File: config.mk
export PLATFORM = sky130hd
export DESIGN_NAME = flash_guard
export DESIGN_NICKNAME = d
export VERILOG_FILES = /design/src/rtl/fg_pkg.sv /design/src/rtl/fg_level_latch.sv /design/src/rtl/fg_cmd_filter.sv /design/src/rtl/fg_access_gate.sv /design/src/rtl/flash_guard.sv
export SDC_FILE = /design/constraint.sdc
export NUM_CORES = 1
export LEC_CHECK = 0
export ABC_AREA = 1
export CORE_ASPECT_RATIO = 1.4
export CORE_UTILIZATION = 36
export CTS_CLUSTER_SIZE = 16
export DETAILED_ROUTE_END_ITERATION = 16
export PLACE_DENSITY = 0.81
export RECOVER_POWER = 100
export SLEW_MARGIN = 15
export SYNTH_ARGS = -nofsm -noshare
export SYNTH_HDL_FRONTEND = slang
export SYNTH_HIERARCHICAL = 1
export SYNTH_SLANG_ARGS = --single-unit
export TNS_END_PERCENT = 5
File: constraint.sdc
create_clock -name clk -period 1.51 [get_ports clk]
set_input_delay 0.302 -clock clk [delete_from_list [all_inputs] [get_ports clk]]
set_output_delay 0.302 -clock clk [all_outputs]
set_load 0.02 [all_outputs]
File: src/rtl/fg_pkg.sv
package fg_pkg;

    typedef enum logic [1:0] {
        LV_OPEN  = 2'd0,
        LV_ONE   = 2'd1,
        LV_TWO   = 2'd2,
        LV_THREE = 2'd3
    } lvl_e;

    typedef enum logic [1:0] {
        ER_OK     = 2'd0,
        ER_DENIED = 2'd1,
        ER_BADOP  = 2'd2,
        ER_RANGE  = 2'd3
    } err_e;

    localparam logic [2:0] OP_READ       = 3'd0;
    localparam logic [2:0] OP_WRITE      = 3'd1;
    localparam logic [2:0] OP_ERASE_SECT = 3'd2;
    localparam logic [2:0] OP_ERASE_ALL  = 3'd3;
    localparam logic [2:0] OP_BLANK      = 3'd4;
    localparam logic [2:0] OP_GO         = 3'd5;

    localparam logic [31:0] KEY_ONE   = 32'h1234_5678;
    localparam logic [31:0] KEY_TWO   = 32'h8765_4321;
    localparam logic [31:0] KEY_THREE = 32'h4321_8765;

    typedef struct packed {
        logic       iap;
        logic [2:0] op;
    } cmd_hdr_t;

    function automatic lvl_e decode_key(input logic [31:0] w);
        case (w)
            KEY_ONE:   return LV_ONE;
            KEY_TWO:   return LV_TWO;
            KEY_THREE: return LV_THREE;
            default:   return LV_OPEN;
        endcase
    endfunction

    function automatic logic op_known(input logic [2:0] op);
        return op <= OP_GO;
    endfunction

    function automatic logic op_ranged(input logic [2:0] op);
        return (op == OP_READ) || (op == OP_WRITE) ||
               (op == OP_ERASE_SECT) || (op == OP_BLANK);
    endfunction

    // Whitelist for commands from the boot loader, per level.
    function automatic logic boot_permit(input lvl_e lv, input logic [2:0] op,
                                         input logic hits_zero);
        case (lv)
            LV_OPEN: return 1'b1;
            LV_ONE: begin
                case (op)
                    OP_WRITE, OP_ERASE_SECT: return !hits_zero;
                    OP_BLANK, OP_ERASE_ALL:  return 1'b1;
                    default:                 return 1'b0;
                endcase
            end
            LV_TWO:  return op == OP_ERASE_ALL;
            default: return 1'b0;
        endcase
    endfunction

endpackage

File: src/rtl/fg_level_latch.sv
module fg_level_latch
    import fg_pkg::*;
(
    input  logic        clk,
    input  logic        rst,
    input  logic        word_valid,
    input  logic [31:0] word,
    input  logic        erase_done,
    output lvl_e        level,
    output logic        ready
);

    logic unlockable;
    assign unlockable = (level == LV_ONE) || (level == LV_TWO);

    always_ff @(posedge clk) begin
        if (rst) begin
            level <= LV_OPEN;
            ready <= 1'b0;
        end else if (!ready) begin
            if (word_valid) begin
                level <= decode_key(word);
                ready <= 1'b1;
            end
        end else if (erase_done && unlockable) begin
            // Erased array also erased the key: session is open from now on.
            level <= LV_OPEN;
        end
    end

endmodule

File: src/rtl/fg_cmd_filter.sv
module fg_cmd_filter
    import fg_pkg::*;
#(
    parameter int NSECT = 12,
    parameter int SW    = (NSECT > 1) ? $clog2(NSECT) : 1
) (
    input  logic          clk,
    input  logic          rst,
    input  logic          ready,
    input  lvl_e          level,
    input  logic          cmd_valid,
    input  cmd_hdr_t      hdr,
    input  logic [SW-1:0] first,
    input  logic [SW-1:0] last,
    output logic          rsp_valid,
    output logic          rsp_ok,
    output err_e          rsp_err
);

    localparam bit FULL_SPAN = (NSECT == (1 << SW));

    logic last_in;
    generate
        if (FULL_SPAN) begin : g_full
            assign last_in = 1'b1;
        end else begin : g_part
            localparam logic [SW-1:0] LAST_IDX = SW'(NSECT - 1);
            assign last_in = (last <= LAST_IDX);
        end
    endgenerate

    logic known, range_bad, permit;
    err_e verdict;

    always_comb begin
        known     = op_known(hdr.op);
        range_bad = op_ranged(hdr.op) && ((first > last) || !last_in);
        permit    = hdr.iap ||
                    (ready && boot_permit(level, hdr.op, first == '0));
        if (!known)         verdict = ER_BADOP;
        else if (range_bad) verdict = ER_RANGE;
        else if (!permit)   verdict = ER_DENIED;
        else                verdict = ER_OK;
    end

    always_ff @(posedge clk) begin
        if (rst) begin
            rsp_valid <= 1'b0;
            rsp_ok    <= 1'b0;
            rsp_err   <= ER_OK;
        end else begin
            rsp_valid <= cmd_valid;
            rsp_ok    <= cmd_valid && (verdict == ER_OK);
            rsp_err   <= cmd_valid ? verdict : ER_OK;
        end
    end

endmodule

File: src/rtl/fg_access_gate.sv
module fg_access_gate
    import fg_pkg::*;
(
    input  logic ready,
    input  lvl_e level,
    input  logic boot_pin,
    input  logic fw_boot_req,
    output logic dbg_en,
    output logic boot_grant
);

    logic pin_honoured;

    always_comb begin
        pin_honoured = boot_pin && (level != LV_THREE);
        dbg_en       = ready && (level == LV_OPEN);
        boot_grant   = ready && (pin_honoured || fw_boot_req);
    end

endmodule

File: src/rtl/flash_guard.sv
module flash_guard
    import fg_pkg::*;
#(
    parameter int NSECT = 12,
    parameter int SW    = (NSECT > 1) ? $clog2(NSECT) : 1
) (
    input  logic          clk,
    input  logic          rst,
    input  logic          prot_word_valid,
    input  logic [31:0]   prot_word,
    input  logic          chip_erase_done,
    input  logic          boot_pin,
    input  logic          fw_boot_req,
    input  logic          cmd_valid,
    input  logic          cmd_iap,
    input  logic [2:0]    cmd_op,
    input  logic [SW-1:0] cmd_first,
    input  logic [SW-1:0] cmd_last,
    output logic          dbg_en,
    output logic          boot_grant,
    output logic [1:0]    prot_level,
    output logic          rsp_valid,
    output logic          rsp_ok,
    output logic [1:0]    rsp_err
);

    lvl_e     level;
    logic     lvl_ready;
    cmd_hdr_t hdr;
    err_e     err_q;

    assign hdr.iap = cmd_iap;
    assign hdr.op  = cmd_op;

    fg_level_latch u_latch (
        .clk        (clk),
        .rst        (rst),
        .word_valid (prot_word_valid),
        .word       (prot_word),
        .erase_done (chip_erase_done),
        .level      (level),
        .ready      (lvl_ready)
    );

    fg_cmd_filter #(.NSECT(NSECT), .SW(SW)) u_filter (
        .clk       (clk),
        .rst       (rst),
        .ready     (lvl_ready),
        .level     (level),
        .cmd_valid (cmd_valid),
        .hdr       (hdr),
        .first     (cmd_first),
        .last      (cmd_last),
        .rsp_valid (rsp_valid),
        .rsp_ok    (rsp_ok),
        .rsp_err   (err_q)
    );

    fg_access_gate u_gate (
        .ready       (lvl_ready),
        .level       (level),
        .boot_pin    (boot_pin),
        .fw_boot_req (fw_boot_req),
        .dbg_en      (dbg_en),
        .boot_grant  (boot_grant)
    );

    assign prot_level = level;
    assign rsp_err    = err_q;

endmodule

======== After elaboration in Yosys (flattened, before gate mapping) ========
Cells that the tools add are included.
word-level totals
  output and inout port bits .............. 8
  word-level logic and storage cells ...... 56
  bits in registers ....................... 7
  input bits .............................. 51
cells by class
  mux-type cells .......................... 11
  bitwise logic cells ..................... 1
  order comparisons ....................... 3
  reduce and logical (&&, ||, !) cells .... 25
  equal/unequal tests ..................... 11
operators with widths
  operator                                                           number
  32-bit by 29-bit == test with 1-bit output, second input constant  1
  32-bit by 31-bit == test with 1-bit output, second input constant  1
  32-bit == test, second input constant                              1
  2-bit two-way mux                                                  5
  1-bit logical AND                                                  7
  1-bit logical OR                                                   7
  3-bit by 2-bit == test with 1-bit output, second input constant    2
  2-bit case mux with 3 select lines                                 1
  2-bit OR reduction                                                 3
  4-bit greater-than comparator                                      1
  4-bit less-or-equal comparator, second input constant              1
  2-bit logical NOT                                                  2
  4-bit logical NOT                                                  1
  2-bit inequality test, second input constant                       2
  3-bit by 1-bit == test with 1-bit output, second input constant    1
  3-bit == test, second input constant                               1
  3-bit less-or-equal comparator, second input constant              1
  3-bit logical NOT                                                  1
  1-bit two-way mux                                                  3
  1-bit case mux with 3 select lines                                 1
  2-bit by 1-bit == test with 1-bit output, second input constant    1
  2-bit == test, second input constant                               1
  1-bit logical NOT                                                  2
  1-bit case mux with 2 select lines                                 1
  other kinds (3)                                                    3

======== Longest topological paths before layout ========
Gate-level depths: netlist (run 1).
  word-level depth ........................ 11
  gate-level depth with buffers ........... 11
  mapped depth without buffers ............ 11

======== By module ========
The synthesis (run 1) kept the hierarchy.
by module, submodules not included
  module          area an instance (sq um)  cells an instance  seq. area each (sq um)  times used
  fg_level_latch  566.8                     126                60.1                    1
  fg_cmd_filter   317.8                     54                 80.1                    1
  fg_access_gate  28.8                      6                  0.0                     1

======== Least setup slack after synthesis (run 1) ========
Ideal clock, no wire load.
  path type ............................... reg-to-output
  from .................................... register u_latch.level[1]
  to ...................................... output dbg_en
  path slack .............................. 264 ps
  data arrival time ....................... 944 ps
  cell stages (with the launch flop) ...... 2
  cell sequence ........................... dfxtp_1 > nor3_1
on the way
  word-level cells in the longest chain between the ends .. 2
ends and longest elaborated chain
  element                 line                  RTL
  from (decl)             fg_level_latch.sv:9   output lvl_e level,
  from (signal assigned)  fg_level_latch.sv:22  level <= decode_key(word);
  2-bit logical NOT       fg_access_gate.sv:16  dbg_en = ready && (level == LV_OPEN);
  1-bit logical AND       fg_access_gate.sv:16
  to (decl)               flash_guard.sv:19     output logic dbg_en,
No other way between the ends.

======== Final worst setup path (run 1) ========
  from .................................... register u_filter.rsp_ok
  to ...................................... output rsp_ok
RTL lines
  element                 line                 RTL
  from (decl)             fg_cmd_filter.sv:16  output logic rsp_ok,
  from (signal assigned)  fg_cmd_filter.sv:53  rsp_ok <= cmd_valid && (verdict == ER_OK);
  to (decl)               flash_guard.sv:23    output logic rsp_ok,
No word-level cell between the ends.

==> metrics.md, run 1 <==
| Metric | Value |
|---|---|
| I/O pin cnt | `59` |
| DPL Wire Length | `between 2 and 2.5 mm` |
| Antenna violations before repair | `0` |
| Max-slew headroom | `~85%` |
| CP Launch Type | `register` |
| CP max stage delay | `roughly 0.6 ns` |
| Count of different cell masters after synthesis | `20` |
| Most common cell after layout, fill and taps aside | `nand2_1` |
| CP delay by family, top | `buffers and inverters` |
| Crit path cell chain | `clkdlybuf4s50_1` |
| WL/cell | `roughly 8.7 um` |
| Hold crit path type | `in -> reg` |
| Vias | `around 1.3k` |
| Fin. Hold Viols | `0` |
| DR vias/cell | `around 4.4` |
| Max-cap viol count | `0` |
| IO buf count | `58` |
| IR drop worst, VDD | `~0.00023 V` |
| Crit path kind | `reg -> out` |
| Net Count, Synth | `about 240` |
| Most frequent cells in the layout | `nand2_1, clkdlybuf4s50_1, nor2_1` |
| Tcrit/Tclk final | `96.8%` |
| Mapped cell area | `913 sq um` |
| Worst-Margin Slew | `0.217 ns` |
| Initial DRC Count | `13` |
| CTS Buf Count | `3` |
| Fmax achieved | `0.684 GHz` |
| Core area | `~2400 sq um` |
| Yosys warns | `6` |
| Setup Skew | `0.00317 ns` |
| RePlAce Congestion | `about 0.84` |
| CTS clk-pin slew, worst paths | `approximately 0.05 ns` |
| Minimum hold slack | `~0.46 ns` |
| Crit path buf inv count | `1` |
| Maximum number of pins on one net before global-route repair | `6` |
| Max clock buf depth | `2` |
| H-tree Lvls | `1` |
| Worst Setup End Kind | `primary output` |
| FF+latch area | `about 140 sq um` |
| Syn avg cell area | `between 4 and 5 sq um` |
| Post-CTS setup buffers | `0` |
| Global-route usage over all layers | `roughly a fifth` |
| Cell area power density | `between 400 and 500 nW/um^2` |
| Final worst path period need | `between 1 and 1.5 ns` |
| DRT antenna net count | `0` |
| Cell row count | `21` |
| Synth Register Bits | `7` |
| Placed cell areas | `between 1500 and 2000 sq um` |
| Setup-failing EPs final | `0` |
| Largest fanout on the critical path | `1` |
| GRT overflow | `0` |
| Run status | `finished, final reports clean` |
| DRC | `0` |
| CP arrival | `1.16 ns` |
| Post-synthesis sequential area ratio | `15.3%` |
| Antenna Cells | `0` |
| Die width | `44.6 um` |
| Layout area overhead | `76.6%` |
| Chip height | `approximately 62 um` |
| Multi-input logic area | `637 sq um` |
| Initial Utilization | `between 30% and 40%` |
| CTS Hold Bufs | `0` |
| Number of clock sinks | `7` |
| Critical path's slowest cell | `clkdlybuf4s50_1` |
| Nets@finish | `slightly above 300` |
| Layout fillers | `roughly 230` |
| DR pass1 iterations | `4` |
| Synth Instances | `between 150 and 200` |
| Ratio of cells with drive above 1 in the final layout | `between 10% and 20%` |
| Pleak | `0.840 nW` |
| Worst endpoint required time | `1.21 ns` |
| First-pass GRT wire length | `4.13 mm` |
| RSZ-0062 raised after global routing | `no` |
| Total wire length | `between 2 and 2.5 mm` |
| Die area | `between 2000 and 3000 sq um` |
| Core Util, Final | `between 60% and 70%` |
| Root buffer cell | `clkbuf_4` |
| Fin. max-slew vios | `0` |
| Vias in the first global route | `1188` |
| Final instance area | `1610 sq um` |
| Clock Latency Late Sink | `0.26 ns` |
| TritonCTS clock tree | `done` |
## cell usage after synthesis
cell      instances  area [sq um]
inv_1            35           131
a21oi_2           2          17.5
o21ai_1           1          5.00
dfxtp_1           7           140
or2_1             1          6.26
nor3_2            1          10.0
o21ai_2           1          8.76
nand2_1          68           255
nor2_1           36           135
nor3_1            1          5.00
nand2_2           1          6.26
ha_1              4          50.1
nand3_1           7          35.0
clkinv_1          1          3.75
o21ai_0           1          5.00
nand4_1           3          18.8
inv_2             7          26.3
a21boi_1          1          7.51
nor2_2            5          31.3
a21oi_1           3          15.0
## flip-flops by register name, indices dropped and copies added (netlist names)
name                cells
u_filter/rsp_err        2
u_filter/rsp_ok         1
u_filter/rsp_valid      1
u_latch/level           2
u_latch/ready           1
## per-layer routing
layer	track usage, %	up-vias	wire length [um]
met5	0	-	0
met4	11.7	0	88
met1	17.9	510	877
met2	41.8	58	1340
met3	2.35	10	183
li1	-	682	-
## final cells by class
| type | instances | area share [%] |
|---|---|---|
| Clock buffer | 4 | 1.63 |
| Inverter | 43 | 10.0 |
| Multi-Input combinational cell | 136 | 39.5 |
| Sequential cell | 7 | 8.69 |
| Tap cell | 34 | 2.64 |
| Timing Repair Buffer | 62 | 37.5 |
## logic make-up after synthesis
logic type      share of synthesized area [%]
simple gates                             55.1
flops                                    15.3
buf+inv                                  17.7
compound gates                           6.44
fa+ha+maj                                5.48
## final timing paths
kind                                  from                              to  cells after the start  slack, ns
min                            cmd_last[2]  u_filter/rsp_err[0]$_SDFF_PP0_                      5       0.46
min reg2reg  u_latch/level[0]$_SDFFE_PP0P_   u_latch/level[0]$_SDFFE_PP0P_                      3       0.62
max reg2reg  u_latch/level[1]$_SDFFE_PP0P_   u_latch/level[0]$_SDFFE_PP0P_                      7       0.37
max             u_filter/rsp_ok$_SDFF_PP0_                          rsp_ok                      1       0.05
## power breakdown
group	leakage (nW)	total (mW)	switching, mW	internal, mW
Combinational	0.768	0.309	0.134	0.175
Clock	0.0150	0.173	0.0718	0.101
Sequential	0.0574	0.195	0.00253	0.193
## per-stage QoR
| step | power [mW] | worst slack (ns) | instances | TNS (ns) |
|---|---|---|---|---|
| 4_1_cts | 0.684 | 0.00552 | 286 | 0 |
| 3_3_place_gp | 0.504 | -0.339 | 282 | -0.941 |
| 5_1_grt | 0.731 | 0.00339 | 286 | 0 |
| 2_1_floorplan | 0.319 | 0.264 | 186 | 0 |
| 6_report | 0.677 | 0.0487 | 286 | 0 |
| 3_5_place_dp | 0.508 | -0.350 | 282 | -1.05 |
## timing repair
item / in CTS / in global routing
pin swaps: 0 / 7
gates cloned: 0 / 0
hold endpoints to repair: 0 / 0
gates resized for setup: 6 / 16
setup endpoints to repair: 4 / 5
(Power assumes the default switching activity.)
==> inputs of run 2 (changes only) <==
- CTS_CLUSTER_DIAMETER: default -> 80
==> results of run 2 <==
Final layout, timing and power as in run 1 (identical DEF).
